**src/rtl/adcseq_pkg.sv**
```systemverilog
package adcseq_pkg;
    localparam int STEPS      = 16;
    localparam int STEP_W     = $clog2(STEPS);
    localparam int SAMPLE_W   = 12;
    localparam int CHAN_W     = 4;
    localparam int DATA_W     = 32;
    localparam int ADDR_W     = 6;
    localparam int FIFO_DEPTH = 64;
    localparam int CNT_W      = $clog2(FIFO_DEPTH + 1);
    localparam int ENTRY_W    = STEP_W + SAMPLE_W;

    // field positions inside a step word
    localparam int ROUTE_BIT  = 26;
    localparam int CHAN_LO    = 19;
    localparam int OVF_BIT    = 17;
    localparam int EMPTY_BIT  = 16;

    localparam logic [ADDR_W-1:0] A_MASK  = 6'h10;
    localparam logic [ADDR_W-1:0] A_CTRL  = 6'h11;
    localparam logic [ADDR_W-1:0] A_STAT0 = 6'h12;
    localparam logic [ADDR_W-1:0] A_STAT1 = 6'h13;

    typedef struct packed {
        logic [STEP_W-1:0]   step;
        logic [SAMPLE_W-1:0] sample;
    } entry_t;

    typedef enum logic {SQ_IDLE, SQ_WAIT} sq_state_t;

    // first enabled step at or after 'from', wrapping around
    function automatic logic [STEP_W-1:0] pick_step(input logic [STEPS-1:0] mask,
                                                    input logic [STEP_W-1:0] from);
        logic [STEP_W-1:0] idx;
        logic [STEP_W-1:0] res;
        logic hit;
        res = from;
        hit = 1'b0;
        for (int i = 0; i < STEPS; i++) begin
            idx = from + STEP_W'(i);
            if (mask[idx] && !hit) begin
                res = idx;
                hit = 1'b1;
            end
        end
        return res;
    endfunction
endpackage

```
**src/rtl/adcseq_fifo.sv**
```systemverilog
module adcseq_fifo #(
    parameter int DEPTH = adcseq_pkg::FIFO_DEPTH,
    parameter int WIDTH = adcseq_pkg::ENTRY_W,
    localparam int AW = $clog2(DEPTH),
    localparam int CW = $clog2(DEPTH + 1)
) (
    input  logic             clk,
    input  logic             rst,
    input  logic             push,
    input  logic [WIDTH-1:0] wdata,
    input  logic             pop,
    input  logic             ovf_clr,
    output logic [WIDTH-1:0] rdata,
    output logic [CW-1:0]    count,
    output logic             empty,
    output logic             ovf
);
    logic [WIDTH-1:0] mem [DEPTH];
    logic [AW-1:0]    wp, rp;
    logic             full, do_push, do_pop;

    assign full    = (count == CW'(DEPTH));
    assign empty   = (count == '0);
    assign do_push = push && !full;
    assign do_pop  = pop && !empty;
    assign rdata   = empty ? '0 : mem[rp];

    always_ff @(posedge clk) begin
        if (do_push) mem[wp] <= wdata;
    end

    always_ff @(posedge clk) begin
        if (rst) begin
            wp    <= '0;
            rp    <= '0;
            count <= '0;
            ovf   <= 1'b0;
        end else begin
            if (do_push) wp <= (wp == AW'(DEPTH - 1)) ? '0 : wp + 1'b1;
            if (do_pop)  rp <= (rp == AW'(DEPTH - 1)) ? '0 : rp + 1'b1;
            count <= count + CW'(do_push) - CW'(do_pop);
            if (push && full) ovf <= 1'b1;
            else if (ovf_clr) ovf <= 1'b0;
        end
    end

    assert_no_overflow_R8: assert property (@(posedge clk) disable iff (rst)
        count <= CW'(DEPTH));
    assert_full_drop_R9: assert property (@(posedge clk) disable iff (rst)
        (push && full && !pop) |=> (count == CW'(DEPTH)) && ovf);
    assert_empty_pop_R10: assert property (@(posedge clk) disable iff (rst)
        (pop && empty && !push) |=> empty);
endmodule

```
**src/rtl/adcseq_regs.sv**
```systemverilog
module adcseq_regs
    import adcseq_pkg::*;
(
    input  logic                clk,
    input  logic                rst,
    input  logic                we,
    input  logic [ADDR_W-1:0]   addr,
    input  logic [DATA_W-1:0]   wdata,
    output logic [DATA_W-1:0]   rdata,
    output logic [STEPS-1:0]    mask,
    output logic                run,
    output logic [CHAN_W-1:0]   chan    [STEPS],
    output logic [STEPS-1:0]    route,
    output logic [STEPS-1:0]    oneshot,
    input  logic                clr_req,
    input  logic [STEP_W-1:0]   clr_idx,
    input  logic [CNT_W-1:0]    cnt0,
    input  logic [CNT_W-1:0]    cnt1,
    input  logic [1:0]          empty,
    input  logic [1:0]          ovf,
    output logic [1:0]          ovf_clr
);
    logic [DATA_W-1:0] cfg [STEPS];
    logic mask_wr;

    assign mask_wr = we && (addr == A_MASK);
    assign ovf_clr[0] = we && (addr == A_STAT0) && wdata[OVF_BIT];
    assign ovf_clr[1] = we && (addr == A_STAT1) && wdata[OVF_BIT];

    for (genvar s = 0; s < STEPS; s++) begin : g_step
        always_ff @(posedge clk) begin
            if (rst) cfg[s] <= '0;
            else if (we && addr == ADDR_W'(s)) cfg[s] <= wdata;
        end
        assign chan[s]    = cfg[s][CHAN_LO +: CHAN_W];
        assign route[s]   = cfg[s][ROUTE_BIT];
        assign oneshot[s] = (cfg[s][1:0] == 2'b00);
    end

    always_ff @(posedge clk) begin
        if (rst) begin
            mask <= '0;
            run  <= 1'b0;
        end else begin
            if (mask_wr) mask <= wdata[STEPS-1:0];
            else if (clr_req) mask[clr_idx] <= 1'b0;
            if (we && addr == A_CTRL) run <= wdata[0];
        end
    end

    always_comb begin
        rdata = '0;
        if (addr < ADDR_W'(STEPS)) rdata = cfg[addr[STEP_W-1:0]];
        else begin
            case (addr)
                A_MASK:  rdata[STEPS-1:0] = mask;
                A_CTRL:  rdata[0] = run;
                A_STAT0: begin
                    rdata[CNT_W-1:0] = cnt0;
                    rdata[EMPTY_BIT] = empty[0];
                    rdata[OVF_BIT]   = ovf[0];
                end
                A_STAT1: begin
                    rdata[CNT_W-1:0] = cnt1;
                    rdata[EMPTY_BIT] = empty[1];
                    rdata[OVF_BIT]   = ovf[1];
                end
                default: rdata = '0;
            endcase
        end
    end

    assert_oneshot_clear_R2: assert property (@(posedge clk) disable iff (rst)
        (clr_req && !mask_wr) |=> !mask[$past(clr_idx)]);
endmodule

```
**src/rtl/adcseq_scan.sv**
```systemverilog
module adcseq_scan
    import adcseq_pkg::*;
(
    input  logic                clk,
    input  logic                rst,
    input  logic                run,
    input  logic [STEPS-1:0]    mask,
    input  logic [CHAN_W-1:0]   chan    [STEPS],
    input  logic [STEPS-1:0]    route,
    input  logic [STEPS-1:0]    oneshot,
    output logic                adc_start,
    output logic [CHAN_W-1:0]   adc_chan,
    input  logic                adc_done,
    input  logic [SAMPLE_W-1:0] adc_sample,
    output logic [1:0]          push,
    output entry_t              push_data,
    output logic                clr_req,
    output logic [STEP_W-1:0]   clr_idx
);
    sq_state_t         state;
    logic [STEP_W-1:0] cur, step_q, sel;
    logic              route_q, once_q, finish;

    assign sel    = pick_step(mask, cur);
    assign finish = run && (state == SQ_WAIT) && adc_done;

    always_ff @(posedge clk) begin
        if (rst || !run) begin
            state     <= SQ_IDLE;
            cur       <= '0;
            step_q    <= '0;
            adc_chan  <= '0;
            route_q   <= 1'b0;
            once_q    <= 1'b0;
            adc_start <= 1'b0;
        end else begin
            adc_start <= 1'b0;
            case (state)
                SQ_IDLE: if (|mask) begin
                    step_q    <= sel;
                    adc_chan  <= chan[sel];
                    route_q   <= route[sel];
                    once_q    <= oneshot[sel];
                    adc_start <= 1'b1;
                    state     <= SQ_WAIT;
                end
                SQ_WAIT: if (adc_done) begin
                    cur   <= step_q + 1'b1;
                    state <= SQ_IDLE;
                end
                default: state <= SQ_IDLE;
            endcase
        end
    end

    assign push[0]          = finish && !route_q;
    assign push[1]          = finish && route_q;
    assign push_data.step   = step_q;
    assign push_data.sample = adc_sample;
    assign clr_req          = finish && once_q;
    assign clr_idx          = step_q;

    assert_halt_no_start_R6: assert property (@(posedge clk) disable iff (rst)
        !run |=> !adc_start);
    assert_pick_enabled_R1: assert property (@(posedge clk) disable iff (rst)
        adc_start |-> ((($past(mask) >> step_q) & 16'h1) != 16'h0));
    assert_single_pulse_R4: assert property (@(posedge clk) disable iff (rst)
        adc_start |=> !adc_start);
    assert_idle_quiet_R7: assert property (@(posedge clk) disable iff (rst)
        (state == SQ_IDLE && mask == '0) |=> !adc_start);
endmodule

```
**src/rtl/adc_step_sequencer.sv**
```systemverilog
module adc_step_sequencer
    import adcseq_pkg::*;
(
    input  logic                clk,
    input  logic                rst,
    input  logic                reg_we,
    input  logic [ADDR_W-1:0]   reg_addr,
    input  logic [DATA_W-1:0]   reg_wdata,
    output logic [DATA_W-1:0]   reg_rdata,
    output logic                adc_start,
    output logic [CHAN_W-1:0]   adc_chan,
    input  logic                adc_done,
    input  logic [SAMPLE_W-1:0] adc_sample,
    input  logic                f0_pop,
    output logic [ENTRY_W-1:0]  f0_data,
    output logic [CNT_W-1:0]    f0_count,
    output logic                f0_empty,
    output logic                f0_ovf,
    input  logic                f1_pop,
    output logic [ENTRY_W-1:0]  f1_data,
    output logic [CNT_W-1:0]    f1_count,
    output logic                f1_empty,
    output logic                f1_ovf
);
    logic [STEPS-1:0]   mask, route, oneshot;
    logic [CHAN_W-1:0]  chan [STEPS];
    logic               run, clr_req;
    logic [STEP_W-1:0]  clr_idx;
    logic [1:0]         push, pop, empty, ovf, ovf_clr;
    entry_t             push_data;
    logic [ENTRY_W-1:0] dout [2];
    logic [CNT_W-1:0]   cnt  [2];

    assign pop = {f1_pop, f0_pop};

    adcseq_regs u_regs (
        .clk(clk), .rst(rst), .we(reg_we), .addr(reg_addr), .wdata(reg_wdata),
        .rdata(reg_rdata), .mask(mask), .run(run), .chan(chan), .route(route),
        .oneshot(oneshot), .clr_req(clr_req), .clr_idx(clr_idx),
        .cnt0(cnt[0]), .cnt1(cnt[1]), .empty(empty), .ovf(ovf), .ovf_clr(ovf_clr)
    );

    adcseq_scan u_scan (
        .clk(clk), .rst(rst), .run(run), .mask(mask), .chan(chan), .route(route),
        .oneshot(oneshot), .adc_start(adc_start), .adc_chan(adc_chan),
        .adc_done(adc_done), .adc_sample(adc_sample), .push(push),
        .push_data(push_data), .clr_req(clr_req), .clr_idx(clr_idx)
    );

    for (genvar q = 0; q < 2; q++) begin : g_q
        adcseq_fifo #(.DEPTH(FIFO_DEPTH), .WIDTH(ENTRY_W)) u_fifo (
            .clk(clk), .rst(rst), .push(push[q]), .wdata(push_data),
            .pop(pop[q]), .ovf_clr(ovf_clr[q]), .rdata(dout[q]),
            .count(cnt[q]), .empty(empty[q]), .ovf(ovf[q])
        );
    end

    assign f0_data  = dout[0];
    assign f1_data  = dout[1];
    assign f0_count = cnt[0];
    assign f1_count = cnt[1];
    assign f0_empty = empty[0];
    assign f1_empty = empty[1];
    assign f0_ovf   = ovf[0];
    assign f1_ovf   = ovf[1];

    assert_route_onehot_R5: assert property (@(posedge clk) disable iff (rst)
        $onehot0(push));
endmodule

```
**config.mk**
```make
export PLATFORM = sky130hd
export DESIGN_NAME = adc_step_sequencer
export DESIGN_NICKNAME = d
export VERILOG_FILES = /design/src/rtl/adcseq_pkg.sv /design/src/rtl/adcseq_fifo.sv /design/src/rtl/adcseq_regs.sv /design/src/rtl/adcseq_scan.sv /design/src/rtl/adc_step_sequencer.sv
export SDC_FILE = /design/constraint.sdc
export NUM_CORES = 2
export LEC_CHECK = 0
export BUFFER_PORTS_ARGS = -buffer_cell sky130_fd_sc_hd__buf_2
export CAP_MARGIN = 5
export CORE_MARGIN = 4
export CORE_UTILIZATION = 68
export DETAILED_ROUTE_END_ITERATION = 16
export PLACE_DENSITY = 0.85
export SETUP_SLACK_MARGIN = 0.5
export SLEW_MARGIN = 0
export SYNTH_ARGS = -nofsm -noshare
export SYNTH_HDL_FRONTEND = slang
export SYNTH_SLANG_ARGS = --single-unit
```
**constraint.sdc**
```tcl
create_clock -name clk -period 14.2 [get_ports clk]
set_input_delay 1.42 -clock clk [delete_from_list [all_inputs] [get_ports clk]]
set_output_delay 1.42 -clock clk [all_outputs]
set_load 0.02 [all_outputs]
```
# ---- Word level (Yosys, flattened, before mapping)
# Memories as Yosys holds them, arrays and structs flattened. A register that Yosys moved wholly into a read port is not among the register bits.
# Cells that the tools add are included.
dict set report classes {
  n_reduce_logical 97
  order_cmp 21
  muxes 165
  n_eq_ne 25
  add_sub_neg 24
  bitwise 20
}
# op n
set ops {}
lappend ops {{$mux 32} 17}
lappend ops {{$mux 1} 94}
lappend ops {{$lt 4x5->1 const B} 18}
lappend ops {{$bmux 1 s4} 18}
lappend ops {{$mux 4} 17}
lappend ops {{$mux 16} 4}
lappend ops {{$logic_and 1x1->1} 49}
lappend ops {{$eq 6x4->1 const B} 8}
lappend ops {{$mux 6} 8}
lappend ops {{$add 4x4->4 const B} 8}
lappend ops {{$logic_not 2->1} 16}
lappend ops {{$add 6x1->6 const B} 4}
lappend ops {{$eq 6x3->1 const B} 4}
lappend ops {{$eq 6x5->1 const B} 4}
lappend ops {{$eq 6x6->1 const B} 4}
lappend ops {{$logic_not 1->1} 21}
lappend ops {{$pmux 6 s3} 1}
lappend ops {{$add 4x3->4 const B} 4}
lappend ops {{$and 16x16->16} 1}
lappend ops {{$bmux 4 s4} 1}
lappend ops {{$not 16->16} 1}
lappend ops {{$or 1x1->1} 16}
lappend ops {{$reduce_or 16->1} 1}
lappend ops {{$add 7x1->7} 2}
lappend ops {{other kinds (22)} 31}
dict set report word_totals {
  mem_bits_rw 2560
  in_bits 56
  out_inout_bits 87
  memories 3
  ff_bits 73
  wordCells 372
}
# memory depth word_bits rd rd_clocked_by_memory_dff write_ports line_no
set mem_list {}
lappend mem_list {{g_q[0].u_fifo.mem} 64 16 1 1 1 adcseq_fifo.sv:18} ;# logic [WIDTH-1:0] mem [DEPTH];
lappend mem_list {{g_q[1].u_fifo.mem} 64 16 1 1 1 adcseq_fifo.sv:18}
lappend mem_list {u_regs.cfg 16 32 17 0 16 adcseq_regs.sv:23} ;# logic [DATA_W-1:0] cfg [STEPS];

# ---- Logic depth before layout (Yosys ltp)
dict set report depth {
  depth_word 52
  mapped_depth 23
  mapped_depth_nobuf 17
}

# ---- By module
# Synthesis repeated with hierarchy kept, for this count alone.
dict set report hier_totals {
  cells_unflattened 6100
  area_unflattened_um2 111370.6
}
# mod seq_area_each_um2 cells_per_inst area_per_inst_um2 instances
set modules_own_cells {}
lappend modules_own_cells {adcseq_fifo 31270.0 1853 40731.6 2}
lappend modules_own_cells {adcseq_regs 15715.1 1716 25030.3 1}
lappend modules_own_cells {adcseq_scan 320.3 678 4877.2 1}

# ---- Worst setup path before layout
# No wires, ideal clock.
dict set report synth_timing {
  kind {input -> register}
  start {in reg_addr[0]}
  end {mem u_regs.cfg[1][0] (enable)}
  setup_ns 0.470
  stages 6
  arrival_ns 5.237
  path_buffers 3
  slack_ns 8.493
  cell_sequence {clkbuf_1 -> clkbuf_1 -> clkbuf_1 -> nor2b_1 -> nand3_1 -> o31ai_1}
}
# item line_no
set synth_lines {}
lappend synth_lines {{from (decl)} adc_step_sequencer.sv:7} ;# input logic [ADDR_W-1:0] reg_addr,
lappend synth_lines {{to (decl)} adcseq_regs.sv:23}

==> impl_metrics.py <==
metrics = {
    "placement": {
        "io_buffers": 142,
        "place.gp.congestion": 0.921,
        "placed_cells": 7405,
        "dp.final_hpwl_um": 163000,
        "place_worst_setup_slack_ns": 7.50,
    },
    "floorplan": {
        "die_y_um": 408,
        "die_x_um": 408,
        "core_area_um2": 159000,
        "die_area_um2": 166000,
        "row_count": 146,
        "initial_core_util_pct": 68.5,
        "pin_count": 143,
    },
    "yosys": {
        "ys_warn_count": 0,
        "synth-seq-cells": 2645,
        "syn_area_um2": 109000,
        "synth-edff-count": 2560,
        "synth-main-ff-cell": "edfxtp_1",
        "async_reset_ff_share_pct": 0,
        "ys_types": 77,
        "avgSynthCellArea_um2": 20.4,
        "yosysSeqAreaShare_pct": 72.3,
        "synth_nets": 5416,
        "netlist_instances": 5325,
    },
    "route": {
        "vias": 59600,
        "first_pass_iters": 12,
        "drcViolationCount": 0,
        "finalWirelength_um": 313000,
        "vias_per_cell": 7.58,
        "wire_per_inst_um": 39.8,
        "detail-route-antenna-nets": 0,
        "drt_iter0_drc": 11400,
    },
    "pwr": {
        "p_int_uw": 13200,
        "clockPowerShare_pct": 36.8,
        "p_sw_uw": 4420,
        "cellPowerDensity_nw_per_um2": 147,
        "p_leak_uw": 0.0365,
        "p_sw_share_pct": 25.1,
        "irDropWorstVdd_v": 0.000141,
        "pwr-share-comb_pct": 13.4,
        "p_seq_share_pct": 49.8,
    },
    "grt": {
        "overflow": 0,
        "antenna_found_initial": 21,
        "grt.total_usage_pct": 38.3,
        "grt_pass1_wl_um": 449000,
        "grt_max_degree": 161,
        "grt_pass1_vias": 60300,
    },
    "critical_path": {
        "crit_top_cell": "mux4_2",
        "cpLargestDelayFamily": "multiplexers",
        "crit_path_start_kind": "register",
        "cp_max_fo": 117,
        "max_stage_delay_ns": 1.02,
        "end_kind": "primary output",
        "cp_data_arrival_time_ns": 5.99,
        "critPathBufInv": 3,
        "cp_cell_sequence": "buf_12, buf_4, mux4_2, mux4_2, mux4_2, nor2b_1, buf_2",
        "cp.required_ns": 12.78,
        "cp_slowest_cell": "dfxtp_4",
        "crit_type": "register to primary output",
    },
    "timing": {
        "hold_ws_ns": 0.476,
        "finalHoldViolCount": 0,
        "slew_headroom_pct": 7.49,
        "setup_slack_ns": 6.79,
        "period_share_pct": 52.2,
        "fin_skew_ns": 0.0854,
        "tightest_slew_ns": 1.38,
        "setup_tns_ns": 0,
        "slew_viol_final": 0,
        "setup-violations-final": 0,
        "fin_crit_ns": 7.41,
        "fmax_mhz": 135,
        "rsz0062_at_grt": "no",
    },
    "clocking": {
        "path_clk_slew_ns": 0.06,
        "root_buffer": "clkbuf_16",
        "clock_sinks": 2645,
        "hold_buffers": 0,
        "htree_levels": 4,
        "insertion_delay_ns": 0.92,
        "cts_tree": "yes",
        "cts-resized-gates": 0,
        "clk_path_buf_depth": 3,
        "post-cts-setup-buffer-count": 0,
        "cts_made_buffers": 241,
    },
    "job": {
        "maxCapViolCount": 0,
    },
    "worst_hold_path": {
        "hold_path_class": "register to register",
    },
    "finish": {
        "drive_above_1_share_pct": 28.6,
        "fin_nets": 5668,
        "finalNonFillerCells": 7866,
        "syn_to_final_growth_pct": 10.8,
        "mostFrequentLayoutCells": "edfxtp_1, mux4_2, and2_1, clkbuf_16, nor2_1",
        "final_common_cell": "edfxtp_1",
    },
    "outcome": {
        "status": "finished, final reports clean",
    },
}
-- Yosys cell counts (6+ instances only) --
cell type	n	area share (%)
nand2_1	94	0.32
nand3_1	23	0.11
xor2_1	21	0.17
a22o_1	10	0.081
a21o_1	9	0.062
nor2_1	245	0.85
clkbuf_1	233	0.81
xnor2_1	16	0.13
o211ai_1	15	0.10
buf_1	89	0.31
nand4_1	9	0.052
inv_1	31	0.11
mux2_2	20	0.21
a21oi_1	54	0.25
nand2b_1	12	0.069
buf_4	7	0.048
nor4_1	9	0.052
and2_1	531	3.1
mux4_2	860	18
a211oi_1	11	0.076
dfxtp_1	85	1.6
nor2b_1	52	0.30
or3_1	8	0.046
ha_1	33	0.38
o21ai_0	58	0.27
and3_1	6	0.035
nand3b_1	7	0.048
nor3_1	15	0.069
edfxtp_1	2560	71
mux2i_1	97	0.89
-- per-stage QoR --
stage | util [%] | instance area, um^2 | power [uW]
after floorplan | - | 109000 | 10500
after global placement | 71.0 | 113000 | 11100
after detailed placement | 71.0 | 113000 | 11200
after CTS | 75.9 | 120000 | 17600
after global routing | 75.9 | 120000 | 18100
final | 75.9 | 120000 | 17600
-- sequential cells by signal (all words and copies together) (netlist names), named ones only --
register          count
u_regs.mask          16
u_regs.cfg          512
u_scan.once_q         1
g_q.u_fifo.mem     2048
g_q.u_fifo.rp        12
u_scan.adc_chan       4
g_q.u_fifo.wp        12
u_regs.run            1
g_q.u_fifo.ovf        2
u_scan.adc_start      1
u_scan.route_q        1
u_scan.state          1
g_q.u_fifo.count     14
u_scan.cur            4
u_scan.clr_idx        4
-- layer usage --
metal  GRT usage [%]  vias up  wire length [um]
li1                -    22200                 -
met1            50.2    30100             97100
met2            60.4     5972            152000
met3            9.54     1280             42300
met4            20.6       16             21700
met5               0        -               122
-- final cells by class --
class | count | area, um^2
flip-flops and latches | 2645 | 78600
fillers | 7650 | 38200
multi-input cells | 2303 | 28800
clock buffers | 292 | 6310
well taps | 2072 | 2590
repair buffers | 352 | 2370
clock inverters | 161 | 1470
inverters | 34 | 128
diodes | 7 | 17.5
-- power groups by stage --
stage | sequential (uW) | combinational, uW | clock (uW)
finish | 8780 | 2370 | 6490
global route | 8790 | 2460 | 6870
CTS | 8780 | 2350 | 6490
detailed placement | 8940 | 2280 | 0
global placement | 8930 | 2210 | 0
floorplan | 8850 | 1630 | 0
-- cells by family (layout without fill, tap and decap cells) --
| family | count (synthesis) | after routing | share of synthesized area [%] |
|---|---|---|---|
| mux | 982 | 982 | 19.0 |
| xor+xnor | 40 | 40 | 0.343 |
| flops | 2645 | 2645 | 72.3 |
| compound gates | 213 | 213 | 1.27 |
| fa+ha+maj | 35 | 35 | 0.417 |
| buf+inv | 377 | 839 | 1.41 |
| simple gates | 1033 | 1033 | 5.19 |
| other cells | 0 | 7 | 0 |
-- tightest hold or removal path, cell delays in order (launching register included) --
cell	delay [ns]
dfxtp_1	0.33
nand2_1	0.06
o21ai_1	0.05
-- worst paths after layout --
check	end	depth (start not counted)	startpoint	slack (ns)
worst max-delay path	f1_data[13]	7	register	6.79
worst min-delay path	u_scan.once_q	2	u_scan.once_q	0.48
worst max register to register	u_scan.adc_chan[2]	17	u_scan.cur[1]	7.82
worst min register to register	u_scan.once_q	2	u_scan.once_q	0.48
(Power assumes the default switching activity.)
